===== src/rtl/i2c_rx_pkg.sv =====
package i2c_rx_pkg;

  localparam int CTL_NAK_BIT    = 7;
  localparam int STAT_DONE_BIT  = 4;
  localparam int FIFO_EMPTY_BIT = 2;
  localparam int CNT_FIELD_W    = 7;

  typedef logic [7:0] byte_t;

  // Count requested by software, limited to what the FIFO can take in one run.
  function automatic logic [CNT_FIELD_W-1:0] clamp_count(
      input logic [CNT_FIELD_W-1:0] raw, input int depth);
    if (int'(raw) > depth) return CNT_FIELD_W'(depth);
    return raw;
  endfunction

  // Pointer advance with wrap for any depth.
  function automatic int unsigned ptr_next(input int unsigned p, input int depth);
    return (p == int'(depth - 1)) ? 0 : p + 1;
  endfunction

endpackage


===== src/rtl/rx_byte_fifo.sv =====
module rx_byte_fifo #(
  parameter int DEPTH = 64,
  parameter int W     = 8
) (
  input  logic         clk,
  input  logic         rst_n,
  input  logic         push,
  input  logic [W-1:0] din,
  input  logic         pop,
  output logic [W-1:0] dout,
  output logic         empty,
  output logic         full
);
  import i2c_rx_pkg::*;

  localparam int AW = (DEPTH > 1) ? $clog2(DEPTH) : 1;
  localparam int CW = $clog2(DEPTH + 1);

  logic [W-1:0]  mem [DEPTH];
  logic [AW-1:0] wr_ptr, rd_ptr;
  logic [CW-1:0] cnt;
  logic          do_push, do_pop;

  assign empty   = (cnt == '0);
  assign full    = (cnt == CW'(DEPTH));
  assign do_push = push && !full;
  assign do_pop  = pop && !empty;
  assign dout    = mem[rd_ptr];

  always_ff @(posedge clk) begin
    if (do_push) mem[wr_ptr] <= din;
  end

  always_ff @(posedge clk or negedge rst_n) begin
    if (!rst_n) begin
      wr_ptr <= '0;
      rd_ptr <= '0;
      cnt    <= '0;
    end else begin
      if (do_push) wr_ptr <= AW'(ptr_next(int'(wr_ptr), DEPTH));
      if (do_pop)  rd_ptr <= AW'(ptr_next(int'(rd_ptr), DEPTH));
      case ({do_push, do_pop})
        2'b10:   cnt <= cnt + 1'b1;
        2'b01:   cnt <= cnt - 1'b1;
        default: cnt <= cnt;
      endcase
    end
  end

  // a pop that takes a byte lowers occupancy by one
  assert_pop_takes_one_R5: assert property (@(posedge clk) disable iff (!rst_n)
    (pop && !empty && !push) |=> (cnt == $past(cnt) - 1'b1));

endmodule


===== src/rtl/rx_bit_engine.sv =====
module rx_bit_engine #(
  parameter int HALF_CYC = 4
) (
  input  logic       clk,
  input  logic       rst_n,
  input  logic       go,
  input  logic       more,
  input  logic       ack_en,
  input  logic       sda_i,
  output logic       scl_o,
  output logic       sda_low_o,
  output logic       ack_slot,
  output logic       byte_done,
  output logic [7:0] byte_q
);
  localparam int PW = (HALF_CYC > 1) ? $clog2(HALF_CYC) : 1;

  logic          active;
  logic [PW-1:0] ph;
  logic [3:0]    bit_idx;
  logic [7:0]    shreg;
  logic          ph_end;

  assign ph_end    = (ph == PW'(HALF_CYC - 1));
  assign ack_slot  = active && (bit_idx == 4'd8);
  assign sda_low_o = ack_slot && ack_en;
  assign byte_done = ack_slot && scl_o && ph_end;
  assign byte_q    = shreg;

  always_ff @(posedge clk or negedge rst_n) begin
    if (!rst_n) begin
      active  <= 1'b0;
      scl_o   <= 1'b1;
      ph      <= '0;
      bit_idx <= '0;
      shreg   <= '0;
    end else if (!active) begin
      if (go) begin
        active  <= 1'b1;
        scl_o   <= 1'b0;
        ph      <= '0;
        bit_idx <= '0;
      end
    end else if (!ph_end) begin
      ph <= ph + 1'b1;
    end else begin
      ph <= '0;
      if (!scl_o) begin
        scl_o <= 1'b1;
        if (bit_idx != 4'd8) shreg <= {shreg[6:0], sda_i};
      end else begin
        scl_o <= 1'b0;
        if (bit_idx == 4'd8) begin
          bit_idx <= '0;
          if (!more) active <= 1'b0;
        end else begin
          bit_idx <= bit_idx + 1'b1;
        end
      end
    end
  end

  // with no run and no start the bus lines stay put
  assert_bus_quiet_R10: assert property (@(posedge clk) disable iff (!rst_n)
    (!active && !go) |=> ($stable(scl_o) && !sda_low_o));

  // a byte completes only while SCL is high
  assert_done_on_high_R3: assert property (@(posedge clk) disable iff (!rst_n)
    byte_done |=> !scl_o);

endmodule


===== src/rtl/i2c_rx_seq.sv =====
module i2c_rx_seq #(
  parameter int DEPTH    = 64,
  parameter int HALF_CYC = 4
) (
  input  logic       clk,
  input  logic       rst_n,
  input  logic       ctl_wr,
  input  logic       isr_wr,
  input  logic [7:0] wr_data,
  input  logic       pop,
  output logic [7:0] rd_data,
  output logic [7:0] int_stat,
  output logic [7:0] fifo_stat,
  output logic       scl_o,
  output logic       sda_low_o,
  input  logic       sda_i
);
  import i2c_rx_pkg::*;

  localparam int CNT_W = CNT_FIELD_W;

  logic             busy, nak_q, done_q;
  logic [CNT_W-1:0] remaining, n_eff;
  logic             start, last_byte, more, ack_en;
  logic             byte_done, ack_slot;
  logic [7:0]       byte_q;
  logic             f_empty, f_full;

  assign n_eff     = clamp_count(wr_data[CNT_W-1:0], DEPTH);
  assign start     = ctl_wr && !busy;
  assign last_byte = (remaining == CNT_W'(1));
  assign more      = busy && !last_byte;
  assign ack_en    = !(nak_q && last_byte);

  rx_bit_engine #(.HALF_CYC(HALF_CYC)) u_engine (
    .clk       (clk),
    .rst_n     (rst_n),
    .go        (start && (n_eff != '0)),
    .more      (more),
    .ack_en    (ack_en),
    .sda_i     (sda_i),
    .scl_o     (scl_o),
    .sda_low_o (sda_low_o),
    .ack_slot  (ack_slot),
    .byte_done (byte_done),
    .byte_q    (byte_q)
  );

  rx_byte_fifo #(.DEPTH(DEPTH), .W(8)) u_fifo (
    .clk   (clk),
    .rst_n (rst_n),
    .push  (byte_done),
    .din   (byte_q),
    .pop   (pop),
    .dout  (rd_data),
    .empty (f_empty),
    .full  (f_full)
  );

  always_ff @(posedge clk or negedge rst_n) begin
    if (!rst_n) begin
      busy      <= 1'b0;
      nak_q     <= 1'b0;
      remaining <= '0;
    end else if (start) begin
      busy      <= (n_eff != '0);
      nak_q     <= wr_data[CTL_NAK_BIT];
      remaining <= n_eff;
    end else if (byte_done) begin
      remaining <= remaining - 1'b1;
      if (last_byte) busy <= 1'b0;
    end
  end

  always_ff @(posedge clk or negedge rst_n) begin
    if (!rst_n) done_q <= 1'b0;
    else if ((start && (n_eff == '0)) || (byte_done && last_byte)) done_q <= 1'b1;
    else if (isr_wr && wr_data[STAT_DONE_BIT]) done_q <= 1'b0;
  end

  always_comb begin
    int_stat                 = '0;
    int_stat[STAT_DONE_BIT]  = done_q;
    fifo_stat                = '0;
    fifo_stat[FIFO_EMPTY_BIT] = f_empty;
  end

  // storing the last byte raises read-complete
  assert_done_after_last_R7: assert property (@(posedge clk) disable iff (!rst_n)
    (byte_done && last_byte) |=> done_q);

  // an empty request completes without a run
  assert_zero_count_R8: assert property (@(posedge clk) disable iff (!rst_n)
    (start && (n_eff == '0)) |=> (done_q && !busy));

  // final byte with NAK-last leaves SDA released in its acknowledge clock
  assert_nak_last_R4: assert property (@(posedge clk) disable iff (!rst_n)
    (ack_slot && nak_q && last_byte) |-> !sda_low_o);

  // SDA is driven only while a run is in progress
  assert_sda_in_run_R10: assert property (@(posedge clk) disable iff (!rst_n)
    sda_low_o |-> busy);

  // a control write during a run leaves the count alone
  assert_busy_write_ignored_R9: assert property (@(posedge clk) disable iff (!rst_n)
    (ctl_wr && busy && !byte_done) |=> (remaining == $past(remaining)));

  // a completed byte always finds room in the FIFO
  assert_no_overflow_R5: assert property (@(posedge clk) disable iff (!rst_n)
    byte_done |-> !f_full);

endmodule


===== config.mk =====
export PLATFORM = sky130hd
export DESIGN_NAME = i2c_rx_seq
export DESIGN_NICKNAME = d
export VERILOG_FILES = /design/src/rtl/i2c_rx_pkg.sv /design/src/rtl/rx_byte_fifo.sv /design/src/rtl/rx_bit_engine.sv /design/src/rtl/i2c_rx_seq.sv
export SDC_FILE = /design/constraint.sdc
export NUM_CORES = 1
export LEC_CHECK = 0
export CORE_MARGIN = 10
export CORE_UTILIZATION = 45
export DETAILED_ROUTE_END_ITERATION = 10
export DONT_BUFFER_PORTS = 1
export HOLD_SLACK_MARGIN = 0.12
export PLACE_DENSITY = 0.57
export SLEW_MARGIN = 20
export SYNTH_ARGS = -nofsm -noshare
export SYNTH_HDL_FRONTEND = slang
export SYNTH_SLANG_ARGS = --single-unit

===== constraint.sdc =====
create_clock -name clk -period 6.5 [get_ports clk]
set_input_delay 1.3 -clock clk [delete_from_list [all_inputs] [get_ports clk]]
set_output_delay 1.3 -clock clk [all_outputs]
set_load 0.02 [all_outputs]

==> results of run 1 <==
-- registers in the layout (all words and copies together) (netlist names), 2 cells and up --
name	count
u_fifo.cnt	7
u_engine.bit_idx	4
u_fifo.rd_ptr	6
u_fifo.wr_ptr	6
u_engine.ph	2
u_engine.byte_q	8
u_fifo.mem	512
remaining	7
-- worst max-delay path, cell delays in order, from the launching register on --
cell and delay, ps:
dfrtp_4 970, buf_12 330, buf_12 250, mux4_2 560, a22o_1 210, a211oi_1 490, a211oi_1 180, a41o_1 390
-- logic make-up (layout without fill, tap and decap cells) --
kind of cell / after synthesis / after routing
simple gates: 209 / 209
mux: 169 / 169
buf+inv: 91 / 143
xor+xnor: 16 / 16
flops: 557 / 557
other cells: 1 / 14
fa+ha+maj: 14 / 14
compound gates: 126 / 126
-- cells in the final DEF, fill, tap and decap left out, types with 8 or more instances in the layout --
cell type  netlist  final
dfrtp_2          0      8
a21oi_1         24     24
mux4_1          10     10
inv_1           14     14
a211oi_1        11     11
nor2_1          82     82
o22ai_1         19     19
nor2b_1         10     10
clkinv_2         0     19
clkinv_1         0     10
edfxtp_1       512    512
o21ai_0         14     14
nand3_1         16     16
mux2i_1         29     29
mux2_2          22     22
conb_1           1     14
ha_1            13     13
nand2_1         49     49
dfrtp_1         44     33
buf_4           19     18
xnor2_1          9      9
mux4_2         108    108
clkbuf_16        0     57
-- per-stage QoR --
stage / worst slack, ps / util, % / instance area (um2)
floorplan: 3060 / - / 22500
global placement: 1780 / 47.0 / 23100
detailed placement: 1760 / 47.0 / 23100
CTS: 1080 / 50.8 / 24900
global route: 987 / 50.8 / 25000
finish: 1150 / 50.8 / 25000
-- layer usage --
layer / vias up / wire length [um]
met3: 69 / 3480
li1: 4818 / -
met2: 361 / 23900
met4: 0 / 906
met1: 5919 / 22400
met5: - / 0
-- where the power goes --
part           total, uW  internal [uW]  leakage (uW)  switching (uW)
logic               2520           1050       0.00191            1470
clock network       3210           1840      0.000917            1370
registers           4620           4250       0.00518             367
-- cell usage after synthesis, types with 13 or more instances --
library cell / instances
inv_1: 14
mux2_2: 22
nor2_1: 82
a21oi_1: 24
edfxtp_1: 512
ha_1: 13
o22ai_1: 19
o21ai_0: 14
mux4_2: 108
buf_4: 19
mux2i_1: 29
nand3_1: 16
nand2_1: 49
buf_2: 20
clkbuf_1: 21
dfrtp_1: 44
-- final timing paths --
path	depth (start not counted)	slack [ps]	end	start
max	7	1150	rd_data[6]	u_fifo.rd_ptr[0]
min in group clk	0	480	u_fifo.mem[22][5]	u_engine.byte_q[5]
max in group asynchronous	0	5920	u_engine.scl_o	rst_n
min	0	370	u_fifo.rd_ptr[3]	rst_n
min reg2reg	0	480	u_fifo.mem[22][5]	u_engine.byte_q[5]
max reg2reg	4	2930	u_fifo.mem[15][4]	u_engine.active
-- area by class of cell --
cell class | count | area, um2
Tap cell | 664 | 831
Fill cell | 3950 | 24200
Timing Repair Buffer | 22 | 215
Inverter | 14 | 52.6
Sequential cell | 557 | 16500
Clock inverter | 42 | 350
Multi-Input combinational cell | 548 | 5500
Clock buffer | 65 | 1490
==> results.yml, run 1 <==
status:
  status: "finished clean"
worst_setup_path:
  timing.critical_path.required_ps: 5200
  path_class: "reg -> out"
  endpoint_kind: "output port"
  crit_arrival_ps: 4050
  worst-path-max-fanout: 38
  cp-start-kind: "flop"
logic_synthesis:
  synth.avg_cell_area_um2: 19.0
  ys_ff_latch: 557
  synthArstFlopShare_pct: 8.08
  synth_compound_area_share_pct: 3.95
  yosys.area.top_type: "edfxtp_1"
  yosysTopAreaCellShare_pct: 68.3
  synthFlopType: "edfxtp_1"
  ys_types: 64
  synth_edf_count: 512
  yosys-top-cells-area: "edfxtp_1 68%, mux4_2 11%, dfrtp_1 4.9%"
  synth_area_um2: 22500
  synth_fa_ha_area_share_pct: 0.812
  yosysSeqAreaShare_pct: 73.4
  ys_warn_count: 0
  synth_mux_area_share_pct: 14.4
  synth_cells: 1183
  synth_top_family_by_area: "multiplexers"
  yosys.area_share.simple_pct: 4.42
  synth_xor_area_share_pct: 0.623
hold_path:
  hold_class: "in -> async"
drt:
  ant_nets: 0
  dr.pass1.iters: 4
  first_iter_violations: 889
  viasPerCell: 5.84
  drcViolationCount: 0
  wire_per_inst_um: 26.5
  vias: 11167
  drt-total-wl_um: 50600
die:
  pin_count: 40
  die_w_um: 244
  initial_utilization_pct: 45.8
  die_area_um2: 59300
  fp.dieH_um: 244
  rows: 81
  coreArea_um2: 49200
clock_tree:
  post_cts_resized: 0
  holdBufCountCts: 0
  cts_max_level: 2
  clk_pin_slew_ps: 70
  cts_sinks: 557
  cts_inserted_buffers: 57
  root_buffer: "clkbuf_16"
  clock_latency_ps: 620
  cts.path.max_buffers: 3
  postCtsSetupRepairBufs: 0
  cts_tree: "done"
power_and_ir_drop:
  p_total_uw: 10300
  power.density_nw_per_um2: 415
  p_leak_uw: 0.00800
  vdd_ir_drop_max_uv: 222
sta:
  maxSlewViolCount: 0
  tns_ps: 0
  max_slew_margin_pct: 25.9
  tightest_slew_ps: 1110
  hold_slack_ps: 372
  finalHoldViolCount: 0
  rsz0062_at_grt: "false"
  min_period_ps: 5350
  finClkSkew_ps: 32.1
  max_freq_mhz: 187
  setup_viol: 0
  fin_crit_sh_pct: 82.4
finish:
  n_antenna_cell: 0
  instances_no_fill: 1912
  syn_to_final_growth_pct: 10.9
  drive_above_1_share_pct: 21.5
  fin_nets: 1228
global_routing:
  grt_pass1_vias: 11230
  grt_util_all_layers_pct: 17.0
  busiest_layer: "met2"
  grt_overflow: 0
  grt_antenna_before_repair: 1
  grt_pass1_wl_um: 75800
  use_met3_pct: 4.15
  grt_use_met1_pct: 24.2
  grt_max_degree: 69
  met2_usage_pct: 26.1
placed_design:
  numPlacedInstances: 1805
  place_congestion: 0.792
  placement.io_buffers: 0
  hpwl_um: 31500
job:
  cap_violations: 0
No activity file was read; power rests on OpenSTA's default activity.
==> run 2: changes to the inputs <==
--- a/config.mk
+++ b/config.mk
@@ -10,7 +10,7 @@
 export DETAILED_ROUTE_END_ITERATION = 10
 export DONT_BUFFER_PORTS = 1
 export HOLD_SLACK_MARGIN = 0.12
-export PLACE_DENSITY = 0.57
+export PLACE_DENSITY = 0.59
 export SLEW_MARGIN = 20
 export SYNTH_ARGS = -nofsm -noshare
 export SYNTH_HDL_FRONTEND = slang
==> constraint.sdc (replaced) <==
create_clock -name clk -period 4.79 [get_ports clk]
set_input_delay 0.958 -clock clk [delete_from_list [all_inputs] [get_ports clk]]
set_output_delay 0.958 -clock clk [all_outputs]
set_load 0.02 [all_outputs]
==> run 2 against run 1 <==
Final cell count is 0.26% higher. Critical path depth shrank 1. Setup slack worse by 970 ps. Wire length down 3.4%. Global-route usage is 0.41 points lower. Clock skew shrank 7.7 ps. Core utilization is 0.11 points higher. Critical endpoint unchanged.
==> results.yml, run 2 (same netlist as run 1, synthesis figures left out) <==
worst_setup_path:
  cp_cell_sequence: "buf_4 > mux4_2 > a22o_1 > a211oi_1 > a211oi_1 > a41o_1"
  cp.buffers_inverters: 1
  worst-path-max-fanout: 70
  cpMostUsedCell: "a211oi_1"
  timing.critical_path.required_ps: 3830
  critPathMaxStageDelay_ps: 1120
  cp-start-kind: "flop"
  critPathSlowestCell: "dfrtp_4"
  endpoint_kind: "output port"
  crit_arrival_ps: 3660
  crit_family: "compound AO/OA/AOI/OAI gates"
  path_class: "reg -> out"
clock_tree:
  clock_latency_ps: 600
  cts_max_level: 2
  cts_tree: "done"
  root_buffer: "clkbuf_16"
  post_cts_resized: 0
  cts.path.max_buffers: 3
  postCtsSetupRepairBufs: 0
  clk_pin_slew_ps: 60
  cts_sinks: 557
  holdBufCountCts: 1
  cts_inserted_buffers: 56
sta:
  max_slew_margin_pct: 24.3
  finClkSkew_ps: 24.4
  tightest_slew_ps: 1140
  finalHoldViolCount: 0
  setup_viol: 0
  tns_ps: 0
  rsz0062_at_grt: "false"
  min_period_ps: 4620
  fin_crit_sh_pct: 96.4
  max_freq_mhz: 217
  maxSlewViolCount: 0
placed_design:
  placement.io_buffers: 0
  place_congestion: 0.790
  hpwl_um: 30600
die:
  die_area_um2: 59300
  fp.dieH_um: 244
  coreArea_um2: 49200
  pin_count: 40
  die_w_um: 244
  initial_utilization_pct: 45.8
  rows: 81
drt:
  viasPerCell: 5.79
  first_iter_violations: 913
  wire_per_inst_um: 25.5
  vias: 11092
  dr.pass1.iters: 5
  drt-total-wl_um: 48900
  ant_nets: 0
  drcViolationCount: 0
power_and_ir_drop:
  vdd_ir_drop_max_uv: 428
  p_leak_uw: 0.00802
  power.density_nw_per_um2: 559
  p_total_uw: 14000
finish:
  final_common_cell: "edfxtp_1"
  final_cell_mix: "512 x edfxtp_1, 108 x mux4_2, 82 x nor2_1, 57 x clkbuf_16, 49 x nand2_1"
  n_antenna_cell: 0
  fin_nets: 1239
  drive_above_1_share_pct: 20.8
  max_flop_register: "u_fifo.mem"
  syn_to_final_growth_pct: 11.2
  largest_reg_flops: 512
global_routing:
  grt_pass1_vias: 11365
  grt_overflow: 0
  grt_max_degree: 71
  grt_util_all_layers_pct: 16.6
  grt_pass1_wl_um: 75000
  grt_antenna_before_repair: 0
job:
  cap_violations: 0
hold_path:
  hold_class: "in -> async"
status:
  status: "finished clean"
run 2: layout make-up:
type	instances	area, um2
tap	664	831
multi-input combinational	548	5490
clock inverter	21	231
clock buffer	79	1550
fill	3965	24100
sequential	557	16500
timing repair buffer	34	325
inverter	14	52.6
run 2: final timing paths:
| path | start | endpoint | slack, ps | cells after the start |
|---|---|---|---|---|
| setup / recovery | u_fifo.rd_ptr[1] | rd_data[6] | 170 | 6 |
| hold / removal | rst_n | u_fifo.rd_ptr[5] | 210 | 1 |
| setup reg to reg | u_engine.active | u_fifo.mem[43][3] | 1210 | 5 |
| hold reg to reg | nak_q | nak_q | 510 | 1 |
| max in group asynchronous | rst_n | u_engine.byte_q[1] | 4330 | 1 |
| min in group clk | wr_data[1] | remaining[1] | 510 | 2 |
run 2: worst register-to-register path, cell delays in order, from the launching register on:
cell and delay (ps):
dfrtp_1 650, nand4b_1 330, a311oi_2 540, nor2b_1 310
nand3_1 520, nor2_1 870
run 2: metrics by stage:
step / utilization, % / cell area [um2] / hold slack [ps] / setup WS, ps / instances
floorplan: - / 22500 / 459 / 1690 / 1196
global placement: 47.2 / 23200 / 499 / 802 / 1816
detailed placement: 47.2 / 23200 / 496 / 782 / 1816
CTS: 50.9 / 25000 / 169 / 147 / 1917
global route: 50.9 / 25000 / 175 / 102 / 1917
finish: 50.9 / 25000 / 206 / 173 / 1917
run 2: power breakdown:
group          total (uW)  switching [uW]  leakage [uW]  internal (uW)
Combinational        3310            1840       0.00197           1480
Clock                4270            1770      0.000868           2510
Sequential           6390             620       0.00518           5770
run 2: layer usage:
metal | track usage, % | routed length, um | vias up
li1 | - | - | 4840
met1 | 24.2 | 22200 | 5877
met2 | 25.4 | 22900 | 306
met3 | 2.88 | 2720 | 69
met4 | 4.75 | 1020 | 0
met5 | 0 | 0 | -
==> run 3: changes to the inputs <==
--- a/config.mk
+++ b/config.mk
@@ -5,12 +5,13 @@
 export SDC_FILE = /design/constraint.sdc
 export NUM_CORES = 1
 export LEC_CHECK = 0
+export CORE_ASPECT_RATIO = 0.5
 export CORE_MARGIN = 10
-export CORE_UTILIZATION = 45
+export CORE_UTILIZATION = 30
 export DETAILED_ROUTE_END_ITERATION = 10
 export DONT_BUFFER_PORTS = 1
 export HOLD_SLACK_MARGIN = 0.12
-export PLACE_DENSITY = 0.59
+export PLACE_DENSITY = 0.42
 export SLEW_MARGIN = 20
 export SYNTH_ARGS = -nofsm -noshare
 export SYNTH_HDL_FRONTEND = slang
==> run 3 against run 2 <==
First-iteration DRC count is 9.1% higher. Sequential power is 3% lower. Via count is 0.78% higher. Sequential share of layout area is 1.4 points lower. Global-route usage is 4.0 points lower. Final cell count is 19% higher. Clock power is 1% higher. Clock-buffer cell count is 13 lower. Critical path depth stayed put. Clock skew is 5.9 ps lower. Final area is 2.1% higher. Largest cell class unchanged. Highest routed layer unchanged.
==> results.yml, run 3 (same netlist as run 1, synthesis figures left out) <==
drt:
  drt-total-wl_um: 55500
  ant_nets: 0
  dr.pass1.iters: 5
  first_iter_violations: 996
  vias: 11178
  drcViolationCount: 0
  viasPerCell: 4.91
  wire_per_inst_um: 24.4
worst_setup_path:
  endpoint_kind: "output port"
  timing.critical_path.required_ps: 3830
  path_class: "reg -> out"
  crit_end: "rd_data[7]"
  crit_arrival_ps: 3470
  rr_endpoint: "u_fifo.mem[43][3]"
  worst_r2r_path_depth: 7
  regToRegSetupSlack_ps: 1120
  crit_start: "u_fifo.rd_ptr[1]"
  timing.rr.start: "u_engine.bit_idx[0]"
  worst-path-max-fanout: 36
  cp-start-kind: "flop"
sta:
  max_slew_margin_pct: 31.3
  setup_viol: 0
  tightest_slew_ps: 1030
  tns_ps: 0
  finalHoldViolCount: 0
  hold_slack_ps: 194
  fin_crit_sh_pct: 92.4
  maxSlewViolCount: 0
  max_freq_mhz: 226
  min_period_ps: 4430
  rsz0062_at_grt: "false"
  finClkSkew_ps: 18.5
power_and_ir_drop:
  p_total_uw: 14200
  vdd_ir_drop_max_uv: 347
  p_leak_uw: 0.00809
  power.density_nw_per_um2: 557
global_routing:
  grt_pass1_vias: 11591
  grt_antenna_before_repair: 0
  grt_util_all_layers_pct: 12.6
  grt_max_degree: 66
  grt_overflow: 0
  grt_pass1_wl_um: 81400
placed_design:
  place_congestion: 0.793
  placement.io_buffers: 0
  hpwl_um: 36500
finish:
  multi_input_area_um2: 5490
  final_cell_mix: "512 x edfxtp_1, 108 x mux4_2, 82 x nor2_1, 53 x clkbuf_16, 49 x nand2_1"
  regArea_um2: 16500
  drive_above_1_share_pct: 22.3
  max_flop_register: "u_fifo.mem"
  syn_to_final_growth_pct: 13.5
  largest_reg_flops: 512
  final_common_cell: "edfxtp_1"
  n_fill_cell: 6906
  fin_nets: 1253
  n_antenna_cell: 0
clock_tree:
  cts_tree: "done"
  root_buffer: "clkbuf_16"
  post_cts_resized: 0
  cts_inserted_buffers: 52
  cts_sinks: 557
  clk_pin_slew_ps: 70
  cts.path.max_buffers: 3
  clock_latency_ps: 610
  cts_max_level: 2
die:
  rows: 70
  pin_count: 40
  initial_utilization_pct: 30.5
  fp.dieH_um: 214
  die_w_um: 407
  die_area_um2: 87000
  coreArea_um2: 73700
job:
  cap_violations: 0
hold_path:
  hold_class: "in -> async"
status:
  status: "finished clean"
-- run 3: power breakdown --
part,leakage [uW],switching [uW],internal (uW)
clock network,0.000849,1840,2480
registers,0.00518,457,5770
logic,0.00207,2170,1510
total,0.00809,4460,9760
-- run 3: worst max-delay path: stages, from the launching register on --
cell and delay [ps]:
dfrtp_4 830, buf_4 450, mux4_2 270, o22ai_1 160, or4_1 530, a211oi_1 390, buf_4 220
-- run 3: per-layer routing --
metal,track usage [%],vias to the layer above,part of all wire (%)
li1,-,4865,-
met1,18.3,5967,48
met2,19.2,285,44
met3,2.91,61,6.1
met4,2.96,0,1.6
met5,0,-,0
-- run 3: cell type report --
| cell class | count | share of cell area (%) |
|---|---|---|
| multi-input cells | 548 | 21.5 |
| flip-flops and latches | 557 | 64.7 |
| well taps | 1008 | 4.94 |
| clock buffers | 66 | 5.42 |
| clock inverters | 30 | 1.44 |
| inverters | 14 | 0.206 |
| repair buffers | 52 | 1.80 |
-- run 3: how the worst min path moves through the flow --
stage | start | endpoint | slack (ps) | depth (start not counted)
global placement | busy | busy | 490 | 2
finish | rst_n | u_engine.scl_o | 190 | 0
floorplan | busy | busy | 460 | 2
detailed placement | nak_q | nak_q | 500 | 1
global route | rst_n | u_engine.scl_o | 150 | 0
CTS | rst_n | u_engine.scl_o | 150 | 0
-- run 3: metrics by stage --
stage	utilization, %	setup WS [ps]	instances	instance area, um2
after floorplan	-	1690	1196	22500
after detailed placement	32.3	828	2178	23800
after global placement	32.3	890	2178	23800
after CTS	34.7	150	2275	25500
final	34.7	363	2275	25500
after global routing	34.7	161	2275	25500
-- run 3: what timing repair did --
action	4_1_cts	5_1_grt
endpoints found under the hold margin	44	0
buffers inserted	0	0
hold buffers	1	0
